==> src/rtl/plld_pkg.sv <==
package plld_pkg;

    // Measurement state: idle, or waiting for the lagging input
    typedef enum logic [1:0] {
        MS_IDLE     = 2'd0,
        MS_WAIT_FB  = 2'd1,
        MS_WAIT_REF = 2'd2
    } meter_state_t;

    // Synchronized rising-edge events, one per input
    typedef struct packed {
        logic ref_rise;
        logic fb_rise;
    } edge_pair_t;

    // Result of one comparison
    typedef struct packed {
        logic valid;
        logic hit;
    } cmp_result_t;

    localparam int unsigned CH_REF = 0;
    localparam int unsigned CH_FB  = 1;
    localparam int unsigned N_CH   = 2;

    localparam cmp_result_t NO_RESULT = '{valid: 1'b0, hit: 1'b0};

    function automatic cmp_result_t make_result(input logic hit);
        cmp_result_t r;
        r.valid = 1'b1;
        r.hit   = hit;
        return r;
    endfunction

endpackage

==> src/rtl/plld_edge_sync.sv <==
module plld_edge_sync #(
    parameter int unsigned STAGES = 2
) (
    input  logic clk,
    input  logic rst,
    input  logic din,
    output logic rise
);
    // pipe[STAGES-1:0] is the synchronizer chain; pipe[STAGES] holds the prior value
    localparam int unsigned PW = STAGES + 1;

    logic [PW-1:0] pipe;

    always_ff @(posedge clk) begin
        if (rst) begin
            pipe <= '0;
        end else begin
            pipe <= {pipe[PW-2:0], din};
        end
    end

    assign rise = pipe[STAGES-1] & ~pipe[STAGES];

    // An edge event lasts exactly one cycle
    assert_rise_single_R1: assert property (@(posedge clk) disable iff (rst)
        rise |=> !rise);

endmodule

==> src/rtl/plld_phase_meter.sv <==
module plld_phase_meter
    import plld_pkg::*;
#(
    parameter int unsigned WIN_CYCLES = 4,
    parameter int unsigned OFS_W      = 8
) (
    input  logic        clk,
    input  logic        rst,
    input  edge_pair_t  edges,
    output cmp_result_t result
);
    localparam logic [OFS_W-1:0] OFS_MAX = {OFS_W{1'b1}};
    localparam logic [OFS_W-1:0] OFS_ONE = {{(OFS_W-1){1'b0}}, 1'b1};

    meter_state_t     state_q, state_d;
    logic [OFS_W-1:0] cnt_q, cnt_d;
    cmp_result_t      res_q, res_d;
    logic             in_win;

    assign in_win = (int'(cnt_q) < int'(WIN_CYCLES));

    always_comb begin
        state_d = state_q;
        cnt_d   = (cnt_q == OFS_MAX) ? cnt_q : cnt_q + OFS_ONE;
        res_d   = NO_RESULT;
        unique case (state_q)
            MS_IDLE: begin
                if (edges.ref_rise && edges.fb_rise) begin
                    res_d = make_result(WIN_CYCLES > 0);
                end else if (edges.ref_rise) begin
                    state_d = MS_WAIT_FB;
                    cnt_d   = OFS_ONE;
                end else if (edges.fb_rise) begin
                    state_d = MS_WAIT_REF;
                    cnt_d   = OFS_ONE;
                end
            end
            MS_WAIT_FB: begin
                if (edges.ref_rise) begin
                    res_d = make_result(1'b0);
                    if (edges.fb_rise) begin
                        state_d = MS_IDLE;
                    end else begin
                        cnt_d = OFS_ONE;
                    end
                end else if (edges.fb_rise) begin
                    res_d   = make_result(in_win);
                    state_d = MS_IDLE;
                end
            end
            MS_WAIT_REF: begin
                if (edges.fb_rise) begin
                    res_d = make_result(1'b0);
                    if (edges.ref_rise) begin
                        state_d = MS_IDLE;
                    end else begin
                        cnt_d = OFS_ONE;
                    end
                end else if (edges.ref_rise) begin
                    res_d   = make_result(in_win);
                    state_d = MS_IDLE;
                end
            end
            default: begin
                state_d = MS_IDLE;
            end
        endcase
    end

    always_ff @(posedge clk) begin
        if (rst) begin
            state_q <= MS_IDLE;
            cnt_q   <= '0;
            res_q   <= NO_RESULT;
        end else begin
            state_q <= state_d;
            cnt_q   <= cnt_d;
            res_q   <= res_d;
        end
    end

    assign result = res_q;

    // A repeated leading edge always yields an out-of-window result
    assert_repeat_ref_miss_R3: assert property (@(posedge clk) disable iff (rst)
        (state_q == MS_WAIT_FB && edges.ref_rise) |=> (result.valid && !result.hit));
    assert_repeat_fb_miss_R3: assert property (@(posedge clk) disable iff (rst)
        (state_q == MS_WAIT_REF && edges.fb_rise) |=> (result.valid && !result.hit));

    // Coincident edges from idle give an in-window result
    assert_coincident_hit_R2: assert property (@(posedge clk) disable iff (rst)
        (state_q == MS_IDLE && edges.ref_rise && edges.fb_rise) |=> (result.valid && result.hit));

    // No strobe while idle and no edge arrives
    assert_no_spurious_R1: assert property (@(posedge clk) disable iff (rst)
        (!edges.ref_rise && !edges.fb_rise) |=> !result.valid);

    // Reset leaves no pending strobe
    assert_reset_idle_R7: assert property (@(posedge clk)
        rst |=> (!result.valid && state_q == MS_IDLE));

endmodule

==> src/rtl/plld_run_tracker.sv <==
module plld_run_tracker
    import plld_pkg::*;
#(
    parameter int unsigned RUN_LEN = 16
) (
    input  logic        clk,
    input  logic        rst,
    input  cmp_result_t result,
    output logic        lock
);
    localparam int unsigned    RUN_W = $clog2(RUN_LEN + 1);
    localparam logic [RUN_W-1:0] RUN_TOP = RUN_W'(RUN_LEN);

    logic [RUN_W-1:0] run_q;

    always_ff @(posedge clk) begin
        if (rst) begin
            run_q <= '0;
        end else if (result.valid) begin
            if (!result.hit) begin
                run_q <= '0;
            end else if (run_q != RUN_TOP) begin
                run_q <= run_q + 1'b1;
            end
        end
    end

    assign lock = (run_q == RUN_TOP);

    assert_run_bound_R6: assert property (@(posedge clk) disable iff (rst)
        run_q <= RUN_TOP);

    assert_miss_clears_R5: assert property (@(posedge clk) disable iff (rst)
        (result.valid && !result.hit) |=> (run_q == '0 && !lock));

    assert_hit_counts_R4: assert property (@(posedge clk) disable iff (rst)
        (result.valid && result.hit && run_q != RUN_TOP) |=> (run_q == $past(run_q) + 1'b1));

    assert_lock_after_hit_R4: assert property (@(posedge clk) disable iff (rst)
        $rose(lock) |-> $past(result.valid && result.hit));

    assert_lock_holds_R6: assert property (@(posedge clk) disable iff (rst)
        (lock && !(result.valid && !result.hit)) |=> lock);

    assert_reset_clears_R7: assert property (@(posedge clk)
        rst |=> (run_q == '0 && !lock));

endmodule

==> src/rtl/pll_lock_monitor.sv <==
module pll_lock_monitor
    import plld_pkg::*;
#(
    parameter int unsigned SYNC_STAGES = 2,
    parameter int unsigned WIN_CYCLES  = 4,
    parameter int unsigned OFS_W       = 8,
    parameter int unsigned RUN_LEN     = 16
) (
    input  logic clk,
    input  logic rst,
    input  logic ref_pulse_i,
    input  logic fb_pulse_i,
    output logic cmp_valid_o,
    output logic cmp_hit_o,
    output logic lock_o
);
    logic [N_CH-1:0] raw;
    logic [N_CH-1:0] rise;
    edge_pair_t      edges;
    cmp_result_t     result;

    assign raw[CH_REF] = ref_pulse_i;
    assign raw[CH_FB]  = fb_pulse_i;

    // Equal synchronizer depth on both inputs keeps the measured offset intact
    for (genvar ch = 0; ch < N_CH; ch++) begin : g_sync
        plld_edge_sync #(
            .STAGES (SYNC_STAGES)
        ) i_sync (
            .clk  (clk),
            .rst  (rst),
            .din  (raw[ch]),
            .rise (rise[ch])
        );
    end

    assign edges.ref_rise = rise[CH_REF];
    assign edges.fb_rise  = rise[CH_FB];

    plld_phase_meter #(
        .WIN_CYCLES (WIN_CYCLES),
        .OFS_W      (OFS_W)
    ) i_meter (
        .clk    (clk),
        .rst    (rst),
        .edges  (edges),
        .result (result)
    );

    plld_run_tracker #(
        .RUN_LEN (RUN_LEN)
    ) i_tracker (
        .clk    (clk),
        .rst    (rst),
        .result (result),
        .lock   (lock_o)
    );

    assign cmp_valid_o = result.valid;
    assign cmp_hit_o   = result.hit;

    // Hit is only meaningful with the strobe
    assert_hit_qualified_R1: assert property (@(posedge clk) disable iff (rst)
        cmp_hit_o |-> cmp_valid_o);

endmodule

==> config.mk <==
export PLATFORM = sky130hd
export DESIGN_NAME = pll_lock_monitor
export DESIGN_NICKNAME = d
export VERILOG_FILES = /design/src/rtl/plld_pkg.sv /design/src/rtl/plld_edge_sync.sv /design/src/rtl/plld_phase_meter.sv /design/src/rtl/plld_run_tracker.sv /design/src/rtl/pll_lock_monitor.sv
export SDC_FILE = /design/constraint.sdc
export NUM_CORES = 1
export LEC_CHECK = 0
export BUFFER_PORTS_ARGS = -buffer_cell sky130_fd_sc_hd__buf_2
export CAP_MARGIN = 20
export CORE_MARGIN = 2
export CORE_UTILIZATION = 51
export CTS_CLUSTER_DIAMETER = 40
export DETAILED_ROUTE_END_ITERATION = 10
export PLACE_DENSITY = 0.78
export SYNTH_ARGS = -nofsm -noshare
export SYNTH_HDL_FRONTEND = slang
export SYNTH_SLANG_ARGS = --single-unit
export TNS_END_PERCENT = 5
==> constraint.sdc <==
create_clock -name clk -period 1.6 [get_ports clk]
set_clock_uncertainty 0.15 [all_clocks]
set_input_delay 0.16 -clock clk [delete_from_list [all_inputs] [get_ports clk]]
set_output_delay 0.16 -clock clk [all_outputs]
set_load 0.02 [all_outputs]
# Word-level counts from Yosys, hierarchy flattened
# Index checks and enable logic that the tools add are counted.
[word_totals]
inputBits = 4
wordCells = 51
register_bits = 23
output_inout_bits = 3
ram_bits = 0
mem_bits_ro = 0
latchBits = 0
n_memories = 0
[classes]
n_eq_ne = 10
multipliers = 0
magnitude_cmp = 1
add_sub_neg = 2
bitwise = 4
muxes = 23
n_reduce_logical = 4
div = 0
n_shift = 0
[op_table]
columns = ["cell", "n"]
rows = [
  ["8-bit two-way mux", 8],
  ["8-bit one-hot mux with 3 select lines", 1],
  ["2-bit two-way mux", 10],
  ["2-bit one-hot mux with 3 select lines", 2],
  ["5-bit two-way mux", 2],
  ["8-bit by 1-bit adder with 8-bit output (second input constant)", 1],
  ["8-bit == test (second input constant)", 1],
  ["8-bit by 3-bit < comparator with 1-bit output (second input constant)", 1],
  ["2-bit inequality test (second input constant)", 3],
  ["5-bit by 1-bit adder with 5-bit output (second input constant)", 1],
  ["5-bit == test (second input constant)", 1],
  ["5-bit inequality test (second input constant)", 1],
  ["4-bit AND reduction", 1],
  ["3-bit inequality test (second input constant)", 1],
  ["1-bit bitwise AND", 2],
  ["2-bit by 1-bit == test with 1-bit output (second input constant)", 1],
  ["2-bit == test (second input constant)", 1],
  ["2-bit zero test", 1],
  ["2-bit by 1-bit inequality test with 1-bit output (second input constant)", 1],
  ["1-bit NOT", 2],
  ["2-bit AND reduction", 1],
  ["1-bit logical AND", 1],
]

# Logic depth before layout (Yosys ltp)
# Gate-level depths: netlist of the first run.
[depth]
word_depth = 6
mapped_depth = 6
depth_no_buf = 6

# By module
# From an unflattened synthesis of the first run, not the netlist that was laid out.
[unflattened]
cells_unflattened = 117
hier_area_um2 = 1089.8
[modules_own_cells]
columns = ["module", "cells_each", "n_inst", "area_per_inst_um2", "seq_area_each_um2"]
rows = [
  ["plld_phase_meter", 67, 1, 619.3, 240.2],
  ["plld_run_tracker", 36, 1, 295.3, 100.1],
  ["plld_edge_sync", 7, 2, 87.6, 60.1],
]

# Worst setup path before layout of the first run
# OpenSTA, ideal clock, no wires.
[synth_path]
kind = "reg-to-reg"
start = "register i_meter.cnt_q[0]"
end = "register i_meter.cnt_q[5]"
setup_time_ns = 0.073
required_ns = 1.377
n_path_buf = 1
path_slack_ns = -0.007
synth_period_minus_slack_ns = 1.607
path_stages_with_launch = 7
t_arrival_ns = 1.384
path_cell_list = "dfxtp_1 -> ha_1 -> nand2_2 -> or3_1 -> buf_6 -> and3_4 -> nor3_2"
[synth_between]
elab_chain_len = 6
word_cells_on_any_way = 11
cone_classes = "1 x add/sub; 1 x eq/ne; 9 x mux"
[synth_rtl]
columns = ["item", "line_no", "text"]
rows = [
  ["start: declaration", "plld_phase_meter.sv:16", "logic [OFS_W-1:0] cnt_q, cnt_d;"],
  ["start signal: assignment", "plld_phase_meter.sv:77", "cnt_q <= cnt_d;"],
  ["8-bit by 1-bit adder with 8-bit output / 8-bit == test (equally long branches)", "plld_phase_meter.sv:24", "cnt_d = (cnt_q == OFS_MAX) ? cnt_q : cnt_q + OFS_ONE;"],
  ["8-bit two-way mux (*)", "plld_phase_meter.sv:24", ""],
  ["8-bit two-way mux", "plld_phase_meter.sv:33", "end else if (edges.fb_rise) begin"],
  ["8-bit two-way mux", "plld_phase_meter.sv:30", "end else if (edges.ref_rise) begin"],
  ["8-bit two-way mux", "plld_phase_meter.sv:28", "if (edges.ref_rise && edges.fb_rise) begin"],
  ["8-bit one-hot mux with 3 select lines (*)", "plld_phase_meter.sv:26", "unique case (state_q)"],
]
# Mark *: on every way between the ends. The rest lies on a longest branch, timed or not.
# A chain may end at the register's enable or synchronous reset.

# Worst setup path after layout of the first run
[layout_path]
start = "register i_tracker.run_q[0]"
end = "output lock_o"
[layout_between]
elab_chain_len = 1
[layout_rtl]
columns = ["item", "line_no", "text"]
rows = [
  ["start: declaration", "plld_run_tracker.sv:14", "logic [RUN_W-1:0] run_q;"],
  ["start signal: assignment", "plld_run_tracker.sv:23", "run_q <= run_q + 1'b1;"],
  ["5-bit == test", "plld_run_tracker.sv:28", "assign lock = (run_q == RUN_TOP);"],
  ["end: declaration", "pll_lock_monitor.sv:15", "output logic lock_o"],
]
# Every way passes these cells.

==> qor.csv, run 1 <==
stage,metric,value,unit
global_route,grt_use_total,15.91,%
place,dp_hpwl,1.277,mm
critical_path,worstSetupPathType,register to output pin,
drt,vias_per_cell,5.390,
place,placed_cell_area,1114,um2
critical_path,path_cells,"inv_1, ha_1, and4bb_2, buf_6",
global_route,grt_pass1_wl,2.987,mm
die,core_area,1922,um2
die,die_h,48.58,um
clock_network,cts_tree,yes,
die,die_w,48.58,um
clock_network,cts.sinks,23,
drt,drtPass1Iterations,4,
sta,min_period_over_period,98.33,%
synth,synth_cell_type_count,36,
job,max-cap-violations,0,
clock_network,htree_levels,1,
sta,finalHoldViolations,0,
place,port_buffers,6,
status,status,completed,
synth,synth-seq-cells,23,
cells_and_area,nNetsFinal,135,
sta,fin_crit,1573,ps
global_route,first_global_vias,730,
power,p_per_area,787.6,nW/um2
critical_path,critPathBufInv,2,
clock_network,clk_latency,300,ps
cells_and_area,finish.instance_area,1200,um2
min_path,hp-class,primary input to register,
synth,syn_area_per_cell,9.213,um2
drt,drcViolationCount,0,
sta,rsz0062_at_grt,true,
drt,drtIter0Drc,18,
clock_network,path_clk_slew,120,ps
synth,yosysSeqAreaShare,45.43,%
critical_path,critPathTopFamily,flip-flops,
synth,ys.flop_type,dfxtp_1,
synth,synth.net_count,117,
sta,finalSetupViolCount,0,
drt,wl_per_cell,11.90,um
clock_network,cts-root-buf,clkbuf_4,
clock_network,clockBufferDepth,2,
cells_and_area,antenna-diode-count,0,
critical_path,end_kind,output pin,
cells_and_area,drive_above_1_share,25.20,%
power,irDropWorstVdd,0.4749,mV
global_route,overflow,0,
synth,ys_async_sr_fraction,0,%
sta,clock.fmax,635.6,MHz
critical_path,required,1290,ps
cells_and_area,layout-area-overhead-vs-synth,18.39,%
synth,ys_warn_count,0,
critical_path,cp-start-kind,register,
place,routabilityCongestion,0.8049,
clock_network,cts_inserted_buffers,3,
sta,relSlewSlack,74.19,%
power,p_leak,0.4621,nW
global_route,grt_max_degree,16,
die,io_pins,7,
sta,slew_viol_final,0,
critical_path,slowest_delay,350,ps
die,die_area,2360,um2
cells_and_area,multi_input_area,541.8,um2
synth,syn-cell-area,1013,um2
global_route,antenna_found_initial,0,
synth,synth_edf_count,0,
critical_path,crit_path_top_delay_cell,dfxtp_2,
cells_and_area,seq_area,466.7,um2
die,start_util,52.73,%
drt,postRouteAntennaNets,0,
drt,routed_wl,1.833,mm
critical_path,worstPathArrival,1260,ps
synth,syn_inst,110,
die,placementRows,16,
power,finalPower,0.9450,mW
drt,vias,830,
sta,tightest_slew,386.1,ps
cells_and_area,fillerInstances,174,
critical_path,path_max_fanout,3,
-- routing by layer --
layer | global-route usage [%] | routed length, um | share of wire, % | vias up
met1 | 17.74 | 805 | 44 | 397
met4 | 5.714 | 14 | 0.76 | 0
li1 | - | - | - | 424
met3 | 1.852 | 32 | 1.7 | 2
met2 | 30.79 | 981 | 54 | 7
met5 | 0 | 0 | 0 | -
-- kinds of logic after synthesis --
kind of cell	synth area share [%]
simple gates	31.73
mux	2.963
flops	45.43
fa+ha+maj	3.704
compound gates	9.258
buf+inv	3.455
xor+xnor	3.457
-- final cells by class --
type | count | share of cell area (%)
timing repair buffer | 16 | 9.698
inverter | 4 | 1.251
multi-input combinational | 80 | 45.15
clock buffer | 4 | 2.190
tap | 27 | 2.815
sequential | 23 | 38.89
-- Yosys cell counts, drive strengths merged (2+ instances only) --
cell / count / area (um2)
dfxtp: 23 / 460.4
nor2: 14 / 52.55
nor2b: 10 / 62.56
nand2: 6 / 27.52
a21oi: 5 / 25.02
nand3: 5 / 25.02
nor3: 5 / 35.03
inv: 4 / 15.01
ha: 3 / 37.54
mux2i: 3 / 30.03
o21ai: 3 / 15.01
a211oi: 2 / 15.01
a21o: 2 / 15.01
and3: 2 / 17.52
buf: 2 / 16.26
nand2b: 2 / 12.51
nand4: 2 / 12.51
nor4: 2 / 12.51
xnor2: 2 / 17.52
xor2: 2 / 17.52
-- path summary, 6_finish.rpt --
kind                                 start                  endpoint  slack [ps]  cells after the start
hold reg to reg   g_sync[1].i_sync.pipe[0]  g_sync[1].i_sync.pipe[1]         310                      1
setup / recovery        i_tracker.run_q[0]                    lock_o          30                      4
hold / removal                         rst        i_tracker.run_q[1]          50                      2
setup reg to reg          i_meter.cnt_q[0]          i_meter.cnt_q[5]          50                      5
-- state kept, by name, indices dropped and copies added (netlist names) --
| register | count |
|---|---|
| i_tracker.run_q | 5 |
| i_meter.result | 2 |
| i_meter.cnt_q | 8 |
| i_meter.state_q | 2 |
| g_sync.i_sync.pipe | 6 |
-- through the flow --
stage | hold slack [ps] | setup WS, ps | cells | TNS [ps] | utilization, %
CTS | 32.56 | -3.607 | 153 | -3.607 | 60.74
global placement | 219.2 | 51.72 | 147 | 0 | 57.94
global route | 59.89 | -27.33 | 154 | -52.38 | 62.43
finish | 48.08 | 26.73 | 154 | 0 | 62.43
detailed placement | 243.2 | -26.60 | 147 | -26.60 | 57.94
floorplan | 81.61 | 18.63 | 110 | 0 | -
-- where the power goes --
part | total, mW | internal [mW] | leakage, nW | switching (mW)
sequential | 0.605 | 0.590 | 0.189 | 0.0148
clock | 0.260 | 0.0969 | 0.0150 | 0.163
combinational | 0.0803 | 0.0409 | 0.258 | 0.0395
total | 0.945 | 0.728 | 0.462 | 0.217
-- cell usage in the layout (no fill, tap or decap), types with 3 or more instances in the layout --
cell / n
dfxtp_1: 18
nor2_1: 14
nor2b_1: 8
buf_4: 8
nand3_1: 5
a21oi_1: 5
dfxtp_2: 5
buf_2: 5
inv_1: 4
nand2_1: 4
nor3_1: 3
mux2i_1: 3
clkbuf_4: 3
-- what timing repair did --
action | in CTS | in global routing
gates resized for setup | 3 | 8
endpoints found under the setup margin | 5 | 10
pin swaps | 0 | 1
endpoints found under the hold margin | 2 | 0
hold buffers | 2 | 0
setup buffers | 0 | 1
Note: power is estimated with default switching activity, not from simulation.
==> run 2: changes to the inputs <==
==> constraint.sdc (replaced) <==
create_clock -name clk -period 1.4 [get_ports clk]
set_clock_uncertainty 0.15 [all_clocks]
set_input_delay 0.14 -clock clk [delete_from_list [all_inputs] [get_ports clk]]
set_output_delay 0.14 -clock clk [all_outputs]
set_load 0.02 [all_outputs]
==> run 2 against run 1 <==
Compared with the run above: the run now ends with setup timing left; critical endpoint unchanged; critical path type unchanged; clock-buffer cell count is the same; combinational power grew 51%; global-route usage grew 4.4 points; sequential share of layout area shrank 4.7 points; via count grew 8.1%; hold slack gained 260 ps.
==> qor.csv, run 2 (synthesis results as in run 1) <==
stage,metric,value,unit
critical_path,required,1110,ps
sta,slew_viol_final,0,
global_route,overflow,0,
critical_path,path_cells,"inv_2, ha_4, and4bb_2, buf_6",
power,p_int,0.8495,mW
die,io_pins,7,
clock_network,cts-root-buf,clkbuf_4,
critical_path,path_max_fanout,3,
critical_path,end_kind,output pin,
global_route,grt_use_total,20.28,%
sta,fin_ws,-128.5,ps
critical_path,ff2ff_setup_slack,-110,ps
power,p_per_area,813.5,nW/um2
critical_path,cp-start-kind,register,
clock_network,cts.sinks,23,
power,power_frac_comb,10.9,%
drt,wl_per_cell,12.56,um
critical_path,worstSetupPathType,register to output pin,
drt,postRouteAntennaNets,0,
cells_and_area,final_core_util,71.03,%
die,die_area,2360,um2
cells_and_area,seq_area,466.7,um2
drt,drcViolationCount,0,
cells_and_area,top_register,i_meter.cnt_q,
clock_network,htree_levels,1,
place,placed_cell_area,1232,um2
cells_and_area,mostFrequentLayoutCell,buf_4,
critical_path,slowest_delay,340,ps
critical_path,critPathBufInv,2,
clock_network,cts_tree,yes,
clock_network,clockBufferDepth,2,
min_path,hp-class,register to register,
cells_and_area,antenna-diode-count,0,
cells_and_area,fillerInstances,155,
sta,clock.fmax,654.2,MHz
job,max-cap-violations,0,
power,p_clk_share,27.0,%
cells_and_area,nNetsFinal,150,
drt,vias,897,
status,status,"complete, but fails checks",
power,p_leak,0.5391,nW
drt,drtIter0Drc,7,
critical_path,crit_path_top_delay_cell,dfxtp_2,
status,violations,setup timing,
sta,relSlewSlack,77.60,%
drt,vias_per_cell,5.308,
global_route,grt_max_degree,13,
global_route,first_global_vias,920,
clock_network,path_clk_slew,120,ps
cells_and_area,finish.instance_area,1365,um2
power,irDropWorstVdd,0.7938,mV
drt,drtPass1Iterations,5,
power,switchingPower,0.2610,mW
die,die_w,48.58,um
clock_network,cts_inserted_buffers,3,
place,dp_hpwl,1.539,mm
global_route,antenna_found_initial,0,
cells_and_area,final_cell_mix,"22 x buf_4, 18 x dfxtp_1, 14 x nor2_1, 7 x nor2b_1",
drt,routed_wl,2.122,mm
sta,finalSetupViolCount,10,
cells_and_area,layout-area-overhead-vs-synth,34.69,%
critical_path,critPathTopFamily,flip-flops,
global_route,grt_pass1_wl,3.808,mm
sta,fin_crit,1529,ps
die,core_area,1922,um2
critical_path,worstPathArrival,1240,ps
sta,tightest_slew,333.4,ps
cells_and_area,largestRegisters,"i_meter.cnt_q x8, g_sync.i_sync.pipe x6, i_tracker.run_q x5",
place,port_buffers,6,
sta,min_period_over_period,109.2,%
power,p_sw_share,23.50,%
die,placementRows,16,
min_path,min_path_cells,1,
power,pwr-share-seq,62.0,%
cells_and_area,largest_reg_flops,8,
place,routabilityCongestion,0.7660,
die,die_h,48.58,um
sta,rsz0062_at_grt,true,
critical_path,r2r_cells,4,
critical_path,r2r-end,i_meter.result[0],
min_path,hold_end,g_sync[0].i_sync.pipe[1],
critical_path,r2r_start,i_meter.cnt_q[3],
sta,finalHoldViolations,0,
die,start_util,52.73,%
clock_network,clk_latency,310,ps
min_path,hold_start,g_sync[0].i_sync.pipe[0],
cells_and_area,multi_input_area,591.8,um2
cells_and_area,drive_above_1_share,39.44,%
[run 2: worst reg2reg max path: stages (launching register included)]
cell     delay [ps]
dfxtp_1         360
or4_1           560
nor3_2          140
o21ai_1          90
a21oi_1         150
[run 2: per-layer routing]
layer	routed length [um]	global-route usage, %	vias to the layer above
met5	0	0	-
met4	23	6.190	0
met3	55	3.086	4
met2	1130	37.50	18
met1	911	24.07	429
li1	-	-	446
[run 2: power by group through the flow]
stage / clock, mW / sequential [mW] / combinational, mW
floorplan: 0 / 0.706 / 0.0524
global placement: 0 / 0.701 / 0.0999
detailed placement: 0 / 0.703 / 0.105
CTS: 0.305 / 0.688 / 0.119
global route: 0.345 / 0.692 / 0.134
finish: 0.300 / 0.689 / 0.121
[run 2: final cells by class]
| class | count | share of cell area, % |
|---|---|---|
| flip-flops and latches | 23 | 34.19 |
| clock buffers | 4 | 1.925 |
| inverters | 4 | 1.100 |
| well taps | 27 | 2.475 |
| repair buffers | 31 | 16.96 |
| multi-input cells | 80 | 43.35 |
[run 2: through the flow]
stage          hold WS (ps)  instances  worst slack (ps)  total power [mW]  setup TNS [ps]
6_report              311.2        169            -128.5             1.111          -611.0
3_3_place_gp          206.5        161            -145.0            0.8011          -645.9
2_1_floorplan         61.61        110            -111.4            0.7583          -683.0
4_1_cts               318.9        169            -156.2             1.112          -623.9
3_5_place_dp          208.6        161            -168.5            0.8075           -1099
5_1_grt               335.8        169            -211.4             1.171           -1467
[run 2: worst max-delay path by stage]
stage,start,slack (ps),to,depth (start not counted)
final,i_tracker.run_q[1],-130,lock_o,4
after floorplan,i_meter.cnt_q[0],-110,i_meter.cnt_q[2],6
after global routing,i_tracker.run_q[1],-210,lock_o,4
after CTS,i_tracker.run_q[1],-160,lock_o,4
after global placement,i_meter.cnt_q[1],-140,i_meter.cnt_q[2],5
after detailed placement,i_meter.cnt_q[1],-170,i_meter.cnt_q[0],5
[run 2: timing repair]
| action | 4_1_cts | 5_1_grt |
|---|---|---|
| pin swaps | 6 | 3 |
| cloned | 0 | 0 |
| gates resized for setup | 16 | 3 |
| endpoints found under the hold margin | 8 | 0 |
| hold buffers | 3 | 0 |
| setup buffers | 1 | 0 |
| endpoints found under the setup margin | 14 | 14 |
==> run 3: changes to the inputs <==
--- a/config.mk
+++ b/config.mk
@@ -8,10 +8,11 @@
 export BUFFER_PORTS_ARGS = -buffer_cell sky130_fd_sc_hd__buf_2
 export CAP_MARGIN = 20
 export CORE_MARGIN = 2
-export CORE_UTILIZATION = 51
+export CORE_UTILIZATION = 55
+export CTS_BUF_LIST = sky130_fd_sc_hd__clkbuf_2 sky130_fd_sc_hd__clkbuf_4 sky130_fd_sc_hd__clkbuf_8
 export CTS_CLUSTER_DIAMETER = 40
 export DETAILED_ROUTE_END_ITERATION = 10
-export PLACE_DENSITY = 0.78
+export PLACE_DENSITY = 0.83
 export SYNTH_ARGS = -nofsm -noshare
 export SYNTH_HDL_FRONTEND = slang
 export SYNTH_SLANG_ARGS = --single-unit
==> run 3 against run 2 <==
Compared with the run above: the flow still finishes with violations (setup timing); clock-buffer cell count stayed put; routed wire length is 3.6% lower; power is 2.5% higher.
==> qor.csv, run 3 (synthesis results as in run 1) <==
stage,metric,value,unit
status,status,"complete, but fails checks",
status,violations,setup timing,
drt,drtIter0Drc,15,
sta,setup_tns,-644.0,ps
critical_path,worstSetupPathType,register to output pin,
drt,drtPass1Iterations,4,
global_route,antenna_found_initial,0,
cells_and_area,antenna-diode-count,0,
die,die_h,46.93,um
critical_path,path_cells,"inv_2, ha_4, and4bb_2, buf_6",
global_route,first_global_vias,788,
cells_and_area,drive_above_1_share,41.01,%
sta,tightest_slew,371.1,ps
cells_and_area,layout-area-overhead-vs-synth,32.47,%
cells_and_area,finish.instance_area,1343,um2
critical_path,path_max_fanout,3,
sta,min_period_over_period,110.3,%
die,core_area,1727,um2
power,p_per_area,847.6,nW/um2
place,placed_cells,157,
clock_network,cts.sinks,23,
drt,vias,857,
clock_network,cts-root-buf,clkbuf_4,
sta,finalSetupViolCount,9,
cells_and_area,final_cells,164,
power,irDropWorstVdd,0.7864,mV
clock_network,cts_tree,yes,
drt,drcViolationCount,0,
clock_network,clockBufferDepth,2,
sta,fin_crit,1544,ps
clock_network,path_clk_slew,130,ps
job,max-cap-violations,0,
place,port_buffers,6,
cells_and_area,largest_reg_flops,8,
place,routabilityCongestion,0.8188,
min_path,hp-class,primary input to register,
sta,relSlewSlack,74.62,%
critical_path,slowest_delay,340,ps
sta,rsz0062_at_grt,true,
die,placementRows,15,
drt,vias_per_cell,5.226,
clock_network,clk_latency,320,ps
cells_and_area,largestRegisters,"i_meter.cnt_q x8, g_sync.i_sync.pipe x6, i_tracker.run_q x5",
critical_path,critPathBufInv,2,
critical_path,required,1110,ps
clock_network,cts_inserted_buffers,3,
cells_and_area,nNetsFinal,147,
place,dp_hpwl,1.401,mm
place,post-place-ws,-146.3,ps
die,die_area,2202,um2
sta,whs,12.28,ps
die,die_w,46.93,um
place,placed_cell_area,1215,um2
sta,finalHoldViolations,0,
critical_path,end_kind,output pin,
die,start_util,58.70,%
sta,slew_viol_final,0,
global_route,grt_max_degree,16,
cells_and_area,top_register,i_meter.cnt_q,
die,io_pins,7,
global_route,grt_pass1_wl,3.208,mm
critical_path,critPathTopFamily,flip-flops,
critical_path,crit_path_top_delay_cell,dfxtp_2,
global_route,overflow,0,
critical_path,worstPathArrival,1250,ps
cells_and_area,fillerInstances,121,
drt,postRouteAntennaNets,0,
global_route,grt_use_total,20.98,%
power,p_leak,0.5268,nW
cells_and_area,final_cell_mix,"20 x buf_4, 17 x dfxtp_1, 13 x nor2_1, 7 x nor2b_1, 6 x dfxtp_2",
critical_path,cp-start-kind,register,
cells_and_area,mostFrequentLayoutCell,buf_4,
sta,fin_ws,-144.1,ps
clock_network,htree_levels,1,
sta,clock.fmax,647.6,MHz
drt,wl_per_cell,12.48,um
drt,routed_wl,2.046,mm
## run 3: metal layers
metal  track usage, %  up-vias  part of all wire, %
met5                0        -                    0
met4            13.33        0                  2.1
met3            3.462        6                  1.6
met2            32.05        8                   49
met1            27.51      393                   47
li1                 -      450                    -
## run 3: metrics by stage
stage               total power [mW]  utilization [%]
finish                         1.138            77.75
global route                   1.173            77.75
CTS                            1.135            76.59
detailed placement            0.8019            70.36
global placement              0.7963            70.36
floorplan                     0.7583                -
## run 3: layout make-up
cell class,instances,area (um2),share of cell area [%]
Multi-Input combinational cell,80,591.8,44.08
Sequential cell,23,467.9,34.86
Timing Repair Buffer,28,206.4,15.38
Tap cell,25,31.28,2.330
Clock buffer,4,30.03,2.237
Inverter,4,15.01,1.118
## run 3: timing repair
item,in CTS,in global routing
hold buffers,2,0
gates resized for setup,15,6
hold endpoints to repair,2,0
pin swaps,3,2
endpoints found under the setup margin,13,14
buffers inserted,1,0
## run 3: final timing paths
check / slack (ps) / to / depth (start not counted) / start
setup reg to reg: -130 / i_tracker.run_q[2] / 6 / i_tracker.run_q[1]
setup / recovery: -140 / lock_o / 4 / i_tracker.run_q[1]
hold / removal: 10 / i_meter.cnt_q[0] / 2 / rst
hold reg to reg: 300 / g_sync[0].i_sync.pipe[1] / 1 / g_sync[0].i_sync.pipe[0]
## run 3: power by group
part	internal [mW]	switching [mW]
Sequential	0.675	0.0148
Combinational	0.0586	0.0554
Clock	0.131	0.203
